[config.mk]
export PLATFORM = sky130hd
export DESIGN_NAME = hp_evt_regs
export DESIGN_NICKNAME = d
export VERILOG_FILES = /design/src/rtl/hp_evt_pkg.sv /design/src/rtl/hp_evt_fsm.sv /design/src/rtl/hp_gpe_regs.sv /design/src/rtl/hp_eject_dec.sv /design/src/rtl/hp_evt_regs.sv
export SDC_FILE = /design/constraint.sdc
export NUM_CORES = 1
export LEC_CHECK = 0
export ABC_CLOCK_PERIOD_IN_PS = 4850
export BUFFER_PORTS_ARGS = -buffer_cell sky130_fd_sc_hd__buf_2
export CAP_MARGIN = 15
export CORE_ASPECT_RATIO = 2
export CORE_MARGIN = 3
export CORE_UTILIZATION = 29
export CTS_CLUSTER_SIZE = 40
export DETAILED_ROUTE_END_ITERATION = 10
export PLACE_DENSITY_LB_ADDON = 0.12
export SYNTH_ARGS = -nofsm -noshare
export SYNTH_HDL_FRONTEND = slang
export SYNTH_SLANG_ARGS = --single-unit
[constraint.sdc]
create_clock -name clk -period 4.85 [get_ports clk]
set_input_delay 0.2425 -clock clk [delete_from_list [all_inputs] [get_ports clk]]
set_output_delay 0.2425 -clock clk [all_outputs]
set_load 0.1 [all_outputs]
[src/rtl/hp_evt_pkg.sv]
package hp_evt_pkg;
    typedef enum logic [1:0] {
        EV_IDLE   = 2'd0,
        EV_APPLY  = 2'd1,
        EV_SIGNAL = 2'd2
    } ev_state_t;
endpackage

[src/rtl/hp_evt_fsm.sv]
module hp_evt_fsm
    import hp_evt_pkg::*;
#(
    parameter int SLOT_W = 5
) (
    input  logic              clk,
    input  logic              rst,
    input  logic              evt_valid,
    input  logic [SLOT_W-1:0] evt_slot,
    input  logic              evt_insert,
    output logic              apply,
    output logic              sci,
    output logic [SLOT_W-1:0] cap_slot,
    output logic              cap_insert
);
    ev_state_t state_q, state_d;

    always_ff @(posedge clk) begin
        if (rst) state_q <= EV_IDLE;
        else     state_q <= state_d;
    end

    always_comb begin
        state_d = state_q;
        unique case (state_q)
            EV_IDLE:   if (evt_valid) state_d = EV_APPLY;
            EV_APPLY:  state_d = EV_SIGNAL;
            EV_SIGNAL: state_d = EV_IDLE;
            default:   state_d = EV_IDLE;
        endcase
    end

    always_comb begin
        apply = 1'b0;
        sci   = 1'b0;
        unique case (state_q)
            EV_IDLE:   ;
            EV_APPLY:  apply = 1'b1;
            EV_SIGNAL: sci   = 1'b1;
            default:   ;
        endcase
    end

    always_ff @(posedge clk) begin
        if (rst) begin
            cap_slot   <= '0;
            cap_insert <= 1'b0;
        end else if (state_q == EV_IDLE && evt_valid) begin
            cap_slot   <= evt_slot;
            cap_insert <= evt_insert;
        end
    end


    sci_single_chk: assert property (@(posedge clk) disable iff (rst) sci |=> !sci);

    apply_to_sci_chk: assert property (@(posedge clk) disable iff (rst) apply |=> sci);

    cap_hold_chk: assert property (@(posedge clk) disable iff (rst)
        sci |-> ($stable(cap_slot) && $stable(cap_insert)));
endmodule

[src/rtl/hp_gpe_regs.sv]
module hp_gpe_regs #(
    parameter int              ADDR_W   = 16,
    parameter logic [ADDR_W-1:0] GPE_BASE = 16'hafe0,
    parameter int              EVT_BIT  = 1
) (
    input  logic              clk,
    input  logic              rst,
    input  logic              bus_wr,
    input  logic [ADDR_W-1:0] bus_addr,
    input  logic [7:0]        wbyte,
    input  logic              set_evt,
    output logic [15:0]       sts,
    output logic [15:0]       en,
    output logic [7:0]        rd_byte
);
    localparam int LANES = 2;

    logic [LANES-1:0] sts_hit, en_hit;
    logic [7:0] sts_rd [LANES];
    logic [7:0] en_rd  [LANES];

    for (genvar b = 0; b < LANES; b++) begin : g_lane
        localparam int LO = 8 * b;
        logic [7:0] set_mask;
        assign sts_hit[b] = bus_wr && (bus_addr == GPE_BASE + ADDR_W'(b));
        assign en_hit[b]  = bus_wr && (bus_addr == GPE_BASE + ADDR_W'(LANES + b));
        assign set_mask   = set_evt ? 8'((16'(1) << EVT_BIT) >> LO) : 8'h00;

        always_ff @(posedge clk) begin
            if (rst) begin
                sts[LO +: 8] <= 8'h00;
                en[LO +: 8]  <= 8'h00;
            end else begin
                if (sts_hit[b]) sts[LO +: 8] <= (sts[LO +: 8] & ~wbyte) | set_mask;
                else            sts[LO +: 8] <= sts[LO +: 8] | set_mask;
                if (en_hit[b])  en[LO +: 8]  <= wbyte | set_mask;
                else            en[LO +: 8]  <= en[LO +: 8] | set_mask;
            end
        end

        assign sts_rd[b] = (bus_addr == GPE_BASE + ADDR_W'(b))         ? sts[LO +: 8] : 8'h00;
        assign en_rd[b]  = (bus_addr == GPE_BASE + ADDR_W'(LANES + b)) ? en[LO +: 8]  : 8'h00;
    end

    always_comb begin
        rd_byte = 8'h00;
        for (int b = 0; b < LANES; b++) rd_byte = rd_byte | sts_rd[b] | en_rd[b];
    end


    evt_sets_bit_chk: assert property (@(posedge clk) disable iff (rst)
        set_evt |=> (sts[EVT_BIT] && en[EVT_BIT]));

    en_quiet_chk: assert property (@(posedge clk) disable iff (rst)
        !$stable(en) |-> $past(set_evt || bus_wr));
endmodule

[src/rtl/hp_eject_dec.sv]
module hp_eject_dec #(
    parameter int DATA_W = 32,
    parameter int SLOT_W = $clog2(DATA_W)
) (
    input  logic              clk,
    input  logic              rst,
    input  logic              wr_hit,
    input  logic [DATA_W-1:0] wdata,
    output logic              eject_valid,
    output logic [SLOT_W-1:0] eject_slot
);
    logic [SLOT_W-1:0] low_idx;
    logic              any_set;

    always_comb begin
        low_idx = '0;
        for (int i = DATA_W - 1; i >= 0; i--) begin
            if (wdata[i]) low_idx = SLOT_W'(i);
        end
        any_set = |wdata;
    end

    always_ff @(posedge clk) begin
        if (rst) begin
            eject_valid <= 1'b0;
            eject_slot  <= '0;
        end else begin
            eject_valid <= wr_hit && any_set;
            if (wr_hit && any_set) eject_slot <= low_idx;
        end
    end


    eject_src_chk: assert property (@(posedge clk) disable iff (rst)
        eject_valid |-> ($past(wr_hit) && ($past(wdata) != '0)));
endmodule

[src/rtl/hp_evt_regs.sv]
module hp_evt_regs #(
    parameter int                ADDR_W     = 16,
    parameter int                DATA_W     = 32,
    parameter logic [ADDR_W-1:0] SLOT_BASE  = 16'hae00,
    parameter logic [ADDR_W-1:0] EJECT_ADDR = 16'hae08,
    parameter logic [ADDR_W-1:0] GPE_BASE   = 16'hafe0,
    parameter int                EVT_BIT    = 1,
    localparam int               SLOT_W     = $clog2(DATA_W)
) (
    input  logic              clk,
    input  logic              rst,
    input  logic [ADDR_W-1:0] bus_addr,
    input  logic              bus_wr,
    input  logic              bus_rd,
    input  logic [DATA_W-1:0] bus_wdata,
    output logic [DATA_W-1:0] bus_rdata,
    input  logic              evt_valid,
    input  logic [SLOT_W-1:0] evt_slot,
    input  logic              evt_insert,
    output logic              sci,
    output logic              eject_valid,
    output logic [SLOT_W-1:0] eject_slot
);
    localparam logic [ADDR_W-1:0] DOWN_ADDR = SLOT_BASE + ADDR_W'(4);

    logic              apply;
    logic [SLOT_W-1:0] cap_slot;
    logic              cap_insert;
    logic [DATA_W-1:0] up_q, down_q, one_hot;
    logic [15:0]       gpe_sts, gpe_en;
    logic [7:0]        gpe_byte;
    logic              up_hit, down_hit, ej_hit;

    hp_evt_fsm #(.SLOT_W(SLOT_W)) u_fsm (
        .clk(clk), .rst(rst), .evt_valid(evt_valid), .evt_slot(evt_slot),
        .evt_insert(evt_insert), .apply(apply), .sci(sci),
        .cap_slot(cap_slot), .cap_insert(cap_insert)
    );

    hp_gpe_regs #(.ADDR_W(ADDR_W), .GPE_BASE(GPE_BASE), .EVT_BIT(EVT_BIT)) u_gpe (
        .clk(clk), .rst(rst), .bus_wr(bus_wr), .bus_addr(bus_addr),
        .wbyte(bus_wdata[7:0]), .set_evt(apply),
        .sts(gpe_sts), .en(gpe_en), .rd_byte(gpe_byte)
    );

    assign ej_hit = bus_wr && (bus_addr == EJECT_ADDR);

    hp_eject_dec #(.DATA_W(DATA_W), .SLOT_W(SLOT_W)) u_ej (
        .clk(clk), .rst(rst), .wr_hit(ej_hit), .wdata(bus_wdata),
        .eject_valid(eject_valid), .eject_slot(eject_slot)
    );

    assign up_hit   = bus_wr && (bus_addr == SLOT_BASE);
    assign down_hit = bus_wr && (bus_addr == DOWN_ADDR);
    assign one_hot  = DATA_W'(1) << cap_slot;

    always_ff @(posedge clk) begin
        if (rst) begin
            up_q   <= '0;
            down_q <= '0;
        end else if (apply) begin
            up_q   <= cap_insert ? one_hot : '0;
            down_q <= cap_insert ? '0 : one_hot;
        end else begin
            if (up_hit)   up_q   <= bus_wdata;
            if (down_hit) down_q <= bus_wdata;
        end
    end

    always_comb begin
        bus_rdata = '0;
        if (bus_rd) begin
            if (bus_addr == SLOT_BASE)      bus_rdata = up_q;
            else if (bus_addr == DOWN_ADDR) bus_rdata = down_q;
            else                            bus_rdata = DATA_W'(gpe_byte);
        end
    end


    one_slot_chk: assert property (@(posedge clk) disable iff (rst)
        apply |=> ($countones(up_q | down_q) == 1));

    apply_wins_chk: assert property (@(posedge clk) disable iff (rst)
        (apply && up_hit && !cap_insert) |=> (up_q == '0));

    rd_idle_chk: assert property (@(posedge clk) disable iff (rst)
        !bus_rd |-> (bus_rdata == '0));
endmodule

# ---- Word level (Yosys, flattened, before mapping)
# Cells that the tools add are included.
dict set report op_classes {
  n_eq_ne 10
  n_shift 1
  n_mux 52
  bitwise_logic 10
  reduce_logical 13
}
# cell n
set ops {}
lappend ops {{32-bit 2-to-1 mux} 9}
lappend ops {{5-bit 2-to-1 mux} 32}
lappend ops {{16-bit == test, second input constant} 7}
lappend ops {{8-bit bitwise OR} 7}
lappend ops {{8-bit 2-to-1 mux} 6}
lappend ops {{32-bit OR reduction} 1}
lappend ops {{1-bit by 5-bit left shift with 32-bit output, first input constant} 1}
lappend ops {{8-bit AND} 2}
lappend ops {{1-bit logical AND} 9}
lappend ops {{8-bit inverter} 1}
lappend ops {{2-bit 2-to-1 mux} 2}
lappend ops {{2-bit one-hot mux with 2 select lines} 1}
lappend ops {{2-bit nonzero test} 2}
lappend ops {{2-bit by 1-bit == test with 1-bit output, second input constant} 1}
lappend ops {{2-bit == test, second input constant} 1}
lappend ops {{2-bit zero test} 1}
lappend ops {{1-bit 2-to-1 mux} 2}
lappend ops {{2-bit != test, second input constant} 1}
dict set report totals {
  register_bits 110
  input_bits 59
  out_inout_bits 39
  word_cells 97
}

# ---- Depth between registers and ports, before layout
dict set report depth {
  ltp_word 32
  depth_mapped 8
  depth_no_buf 6
}

# ---- By module
# A second synthesis with hierarchy kept.
dict set report hier_totals {
  hier_cells 792
  area_unflattened_um2 6702.7
}
# mod instances cells_per_inst area_each_um2 seq_area_each_um2
set modules_own_cells {}
lappend modules_own_cells {hp_evt_regs 1 513 4282.9 1281.2}
lappend modules_own_cells {hp_gpe_regs 1 164 1507.7 640.6}
lappend modules_own_cells {hp_eject_dec 1 83 564.3 120.1}
lappend modules_own_cells {hp_evt_fsm 1 32 347.8 160.2}

# ---- Worst setup path after synthesis
# OpenSTA, ideal clock, no wires.
dict set report synth_path {
  path_type {input-to-output}
  startpoint {in bus_addr[8]}
  endpoint {out bus_rdata[0]}
  arrival_time_ns 2.982
  required_time_ns 4.608
  path_slack_ns 1.625
  path_stages 7
  n_path_buf 2
  cell_sequence {nor4_4 -> nand4_4 -> or3b_1 -> clkbuf_2 -> buf_6 -> a31o_2 -> a21boi_1}
}
dict set report synth_via {
  elab_chain_len 8
  elab_cells_between_ends 16
  classes_between {eq/ne: 6; mux: 7; bitwise: 3}
}
# item line_no
set synth_lines {}
lappend synth_lines {{from (decl)} hp_evt_regs.sv:12} ;# input logic [ADDR_W-1:0] bus_addr,
lappend synth_lines {{16-bit == test (on tied branches)} {hp_gpe_regs.sv:41, hp_gpe_regs.sv:42}}
lappend synth_lines {{8-bit 2-to-1 mux (on tied branches)} {hp_gpe_regs.sv:41, hp_gpe_regs.sv:42}}
lappend synth_lines {{8-bit bitwise OR (3 in a row)} hp_gpe_regs.sv:47} ;# for (int b = 0; b < LANES; b++) rd_byte = rd_byte | sts_rd[b] | en_rd[b];
lappend synth_lines {{32-bit 2-to-1 mux} hp_evt_regs.sv:74} ;# else if (bus_addr == DOWN_ADDR) bus_rdata = down_q;
lappend synth_lines {{32-bit 2-to-1 mux (*)} hp_evt_regs.sv:73} ;# if (bus_addr == SLOT_BASE) bus_rdata = up_q;
lappend synth_lines {{32-bit 2-to-1 mux (*)} hp_evt_regs.sv:72} ;# if (bus_rd) begin
lappend synth_lines {{to (decl)} hp_evt_regs.sv:16} ;# output logic [DATA_W-1:0] bus_rdata,
# Mark *: on every way between the ends. The rest lies on a longest branch, timed or not.

# ---- Final worst setup path
dict set report layout_path {
  startpoint {in bus_addr[4]}
  endpoint {out bus_rdata[5]}
}
# Same word-level chain as after synthesis.

==> impl_metrics.env <==
export IMPL_final_design_area_no_fill_sq_mm=0.006731
export IMPL_antennaDiodeCount=0
export IMPL_timing_final_crit_period_ns=2.955
export IMPL_fp_coreArea_sq_mm=0.01991
export IMPL_outcome="finished, final reports clean"
export IMPL_dr_pass1_iters=5
export IMPL_setup_worst_path_class="primary input to primary output"
export IMPL_cts_buffers=9
export IMPL_mostFrequentLayoutCells="sky130_fd_sc_hd__nor2_1, sky130_fd_sc_hd__dfxtp_1, sky130_fd_sc_hd__buf_2, sky130_fd_sc_hd__a22oi_1, sky130_fd_sc_hd__a211oi_1"
export IMPL_count_of_flip_flops_with_a_built_in_enable_after_synthesis=0
export IMPL_top_level_ports=98
export IMPL_finish_cell_count_without_fillers=1000
export IMPL_grt_pass1_wl_microns=31870
export IMPL_area_growth_syn_to_layout_pct=14.30
export IMPL_post_synth_num_cell_types=53
export IMPL_start_util_pct=29.58
export IMPL_worst_ep_arrival_time_ns=2.71
export IMPL_tritoncts="built"
export IMPL_worst_setup_path_start_kind="primary input"
export IMPL_final_net_count=792
export IMPL_placed_cells=983
export IMPL_drt_first_iter_violations=401
export IMPL_maxCapViolations=0
export IMPL_layout_worst_path_cycle_share_pct=60.92
export IMPL_hold_path_class="primary input to flip-flop"
export IMPL_most_common_cell_after_layout_fill_and_taps_aside="sky130_fd_sc_hd__nor2_1"
export IMPL_gpl_final_weighted_congestion=0.8390
export IMPL_postCtsResizedCells=0
export IMPL_grt_overflow=0
export IMPL_cts_htree_levels=3
export IMPL_postCtsSetupRepairBufs=0
export IMPL_drc_errors=0
export IMPL_clock_tree_buffer_depth=2
export IMPL_tightestPinTransition_ns=1.160
export IMPL_post_drt_via_cell_ratio=5.461
export IMPL_fraction_of_final_layout_cells_with_drive_strength_greater_than_1_pct=23.17
export IMPL_cts_reportedPaths_clkPinSlew_ns=0.07
export IMPL_largest_area_contributor_in_the_synthesized_netlist="sky130_fd_sc_hd__dfxtp_1"
export IMPL_routed_vias=5461
export IMPL_grt_setup_unrepaired="no"
export IMPL_finalWorstSetupSlack_ns=1.895
export IMPL_share_of_async_settable_or_async_resettable_flops_after_synthesis_pct=0
export IMPL_ys_top_cells_by_area="sky130_fd_sc_hd__dfxtp_1, sky130_fd_sc_hd__a22oi_1, sky130_fd_sc_hd__nor2_1"
export IMPL_grt_start_max_net_pins=76
export IMPL_worstPathMaxFanout=13
export IMPL_place_ws_ns=1.748
export IMPL_synth_largest_type_area_fraction_pct=37.39
export IMPL_synth_yosys_warnings=0
export IMPL_max_slew_headroom_pct=22.53
export IMPL_report_final_setup_viol=0
export IMPL_dominantRegCellSynth="sky130_fd_sc_hd__dfxtp_1"
export IMPL_maximum_ir_drop_on_the_vdd_rail_uv=165.1
export IMPL_wl_per_cell_microns=21.19
export IMPL_clkSinkCount=110
export IMPL_clock_fmax_mhz=338.5
export IMPL_cts_hold_buffers=0
export IMPL_antenna_found_initial=0
export IMPL_cts_root_buffer="sky130_fd_sc_hd__clkbuf_16"
export IMPL_syn_cell_area_sq_mm=0.005889
export IMPL_totalNegativeSetupSlack_ns=0
export IMPL_critPathCaptureType="primary output"
export IMPL_placed_cell_area_sq_mm=0.006437
export IMPL_clock_latency_ns=0.36
export IMPL_whs_ns=0.1257
export IMPL_floorplan_die_width_microns=106.8
export IMPL_power_density_mw_per_mm2=292.4
export IMPL_fin_skew_ns=0.008345
export IMPL_sequential_share_of_the_synthesized_area_pct=37.39
export IMPL_critPathRequiredTime_ns=4.61
export IMPL_grt_use_total_pct=19.02
export IMPL_buffer_ports_inserted=97
export IMPL_num_fill_cells=2194
export IMPL_postRouteWirelength_microns=21190
export IMPL_postSynthNetCount=743
export IMPL_grt_pass1_vias=5484
export IMPL_report_final_slew_viol_count=0
export IMPL_synth_area_per_cell_sq_um=8.610
export IMPL_syn_inst=684
export IMPL_hold_violations=0
export IMPL_design_die_area_sq_mm=0.02216
export IMPL_dp_wirelength_microns=15640
export IMPL_ys_seq_elements=110
export IMPL_placement_rows=73
export IMPL_route_antenna_remaining_nets=0
export IMPL_total_leakage_power_nw=2.545
export IMPL_dieHeight_microns=207.5
final cells by class:
| type | count | area [sq um] | area share [%] |
|---|---|---|---|
| multi-input combinational | 499 | 3338 | 49.59 |
| clock inverter | 6 | 45.04 | 0.6691 |
| tap | 262 | 327.8 | 4.870 |
| timing repair buffer | 106 | 563.0 | 8.364 |
| clock buffer | 10 | 229.0 | 3.401 |
| inverter | 7 | 26.28 | 0.3903 |
| sequential | 110 | 2202 | 32.71 |
path summary, 6_finish.rpt:
check                                   end  depth (start not counted)  slack [ns]                          start
max                            bus_rdata[5]                          8        1.90                    bus_addr[4]
min          u_fsm.cap_slot[1]$_SDFFE_PP0P_                          3        0.13                    evt_slot[1]
max reg2reg         down_q[22]$_SDFFE_PP0P_                          5        2.12  u_fsm.state_q[0]$_SDFFE_PP0P_
min reg2reg       u_gpe.sts[2]$_SDFFE_PP0P_                          2        0.45      u_gpe.sts[2]$_SDFFE_PP0P_
power breakdown:
group / internal [mW] / leakage, nW / switching [mW] / total, mW
Sequential: 0.947 / 0.898 / 0.0317 / 0.978
Combinational: 0.102 / 1.51 / 0.176 / 0.278
Clock: 0.353 / 0.137 / 0.358 / 0.712
metal layers:
layer  global-route usage, %  wire [microns]  up-vias
li1                        -               -     2634
met2                   34.39           11390      170
met5                       0               0        -
met3                   2.832             818       54
met4                   13.64            1537        0
met1                   19.38            7445     2603
logic make-up (layout without fill, tap and decap cells):
logic type	count (synthesis)	in the layout	synth area share, %
simple gates	254	254	22.73
compound gates	224	224	30.19
flops	110	110	37.39
buf+inv	75	129	6.119
mux	21	21	3.569
registers in the layout, indices dropped and copies added, names as in the netlist:
name,count
u_gpe.sts,16
u_fsm.cap_slot,5
u_fsm.state_q,2
u_fsm.cap_insert,1
u_ej.eject_slot,5
up_q,32
u_ej.eject_valid,1
u_gpe.en,16
down_q,32
synthesized netlist by cell type (2+ instances only):
master	n
sky130_fd_sc_hd__o31ai_1	2
sky130_fd_sc_hd__a222oi_1	8
sky130_fd_sc_hd__nand3_1	2
sky130_fd_sc_hd__a21boi_1	8
sky130_fd_sc_hd__and2_1	4
sky130_fd_sc_hd__nor3_1	14
sky130_fd_sc_hd__a31o_2	8
sky130_fd_sc_hd__and3b_1	3
sky130_fd_sc_hd__nor2b_1	33
sky130_fd_sc_hd__nand3b_1	3
sky130_fd_sc_hd__buf_2	5
sky130_fd_sc_hd__dfxtp_1	110
sky130_fd_sc_hd__buf_4	5
sky130_fd_sc_hd__nand2_1	18
sky130_fd_sc_hd__nand2b_1	19
sky130_fd_sc_hd__a211oi_1	37
sky130_fd_sc_hd__and3_1	4
sky130_fd_sc_hd__nor4_1	8
sky130_fd_sc_hd__or4_1	5
sky130_fd_sc_hd__and4_1	2
sky130_fd_sc_hd__nand4_1	9
sky130_fd_sc_hd__a31oi_1	2
sky130_fd_sc_hd__a211oi_2	28
sky130_fd_sc_hd__clkbuf_1	47
sky130_fd_sc_hd__buf_1	3
sky130_fd_sc_hd__buf_6	7
sky130_fd_sc_hd__a22oi_1	88
sky130_fd_sc_hd__o21ai_0	9
sky130_fd_sc_hd__a21oi_1	25
sky130_fd_sc_hd__nor3b_1	4
sky130_fd_sc_hd__nor2_1	115
sky130_fd_sc_hd__mux2i_1	21
sky130_fd_sc_hd__a21o_1	2
sky130_fd_sc_hd__inv_1	7
worst max-delay path: stages:
cell	delay, ns
sky130_fd_sc_hd__buf_2	0.09
sky130_fd_sc_hd__and4bb_2	0.32
sky130_fd_sc_hd__and4_1	0.46
sky130_fd_sc_hd__and3b_1	0.48
sky130_fd_sc_hd__a222oi_1	0.21
sky130_fd_sc_hd__a31o_2	0.27
sky130_fd_sc_hd__a21boi_1	0.17
sky130_fd_sc_hd__buf_2	0.46
stage by stage:
| stage | power (mW) | util [%] |
|---|---|---|
| 6_report | 1.968 | 33.81 |
| 5_1_grt | 2.060 | 33.81 |
| 4_1_cts | 1.993 | 33.71 |
| 3_5_place_dp | 1.277 | 32.33 |
| 3_3_place_gp | 1.271 | 32.28 |
| 2_1_floorplan | 1.183 | - |
No activity file was read; power rests on OpenSTA's default activity.
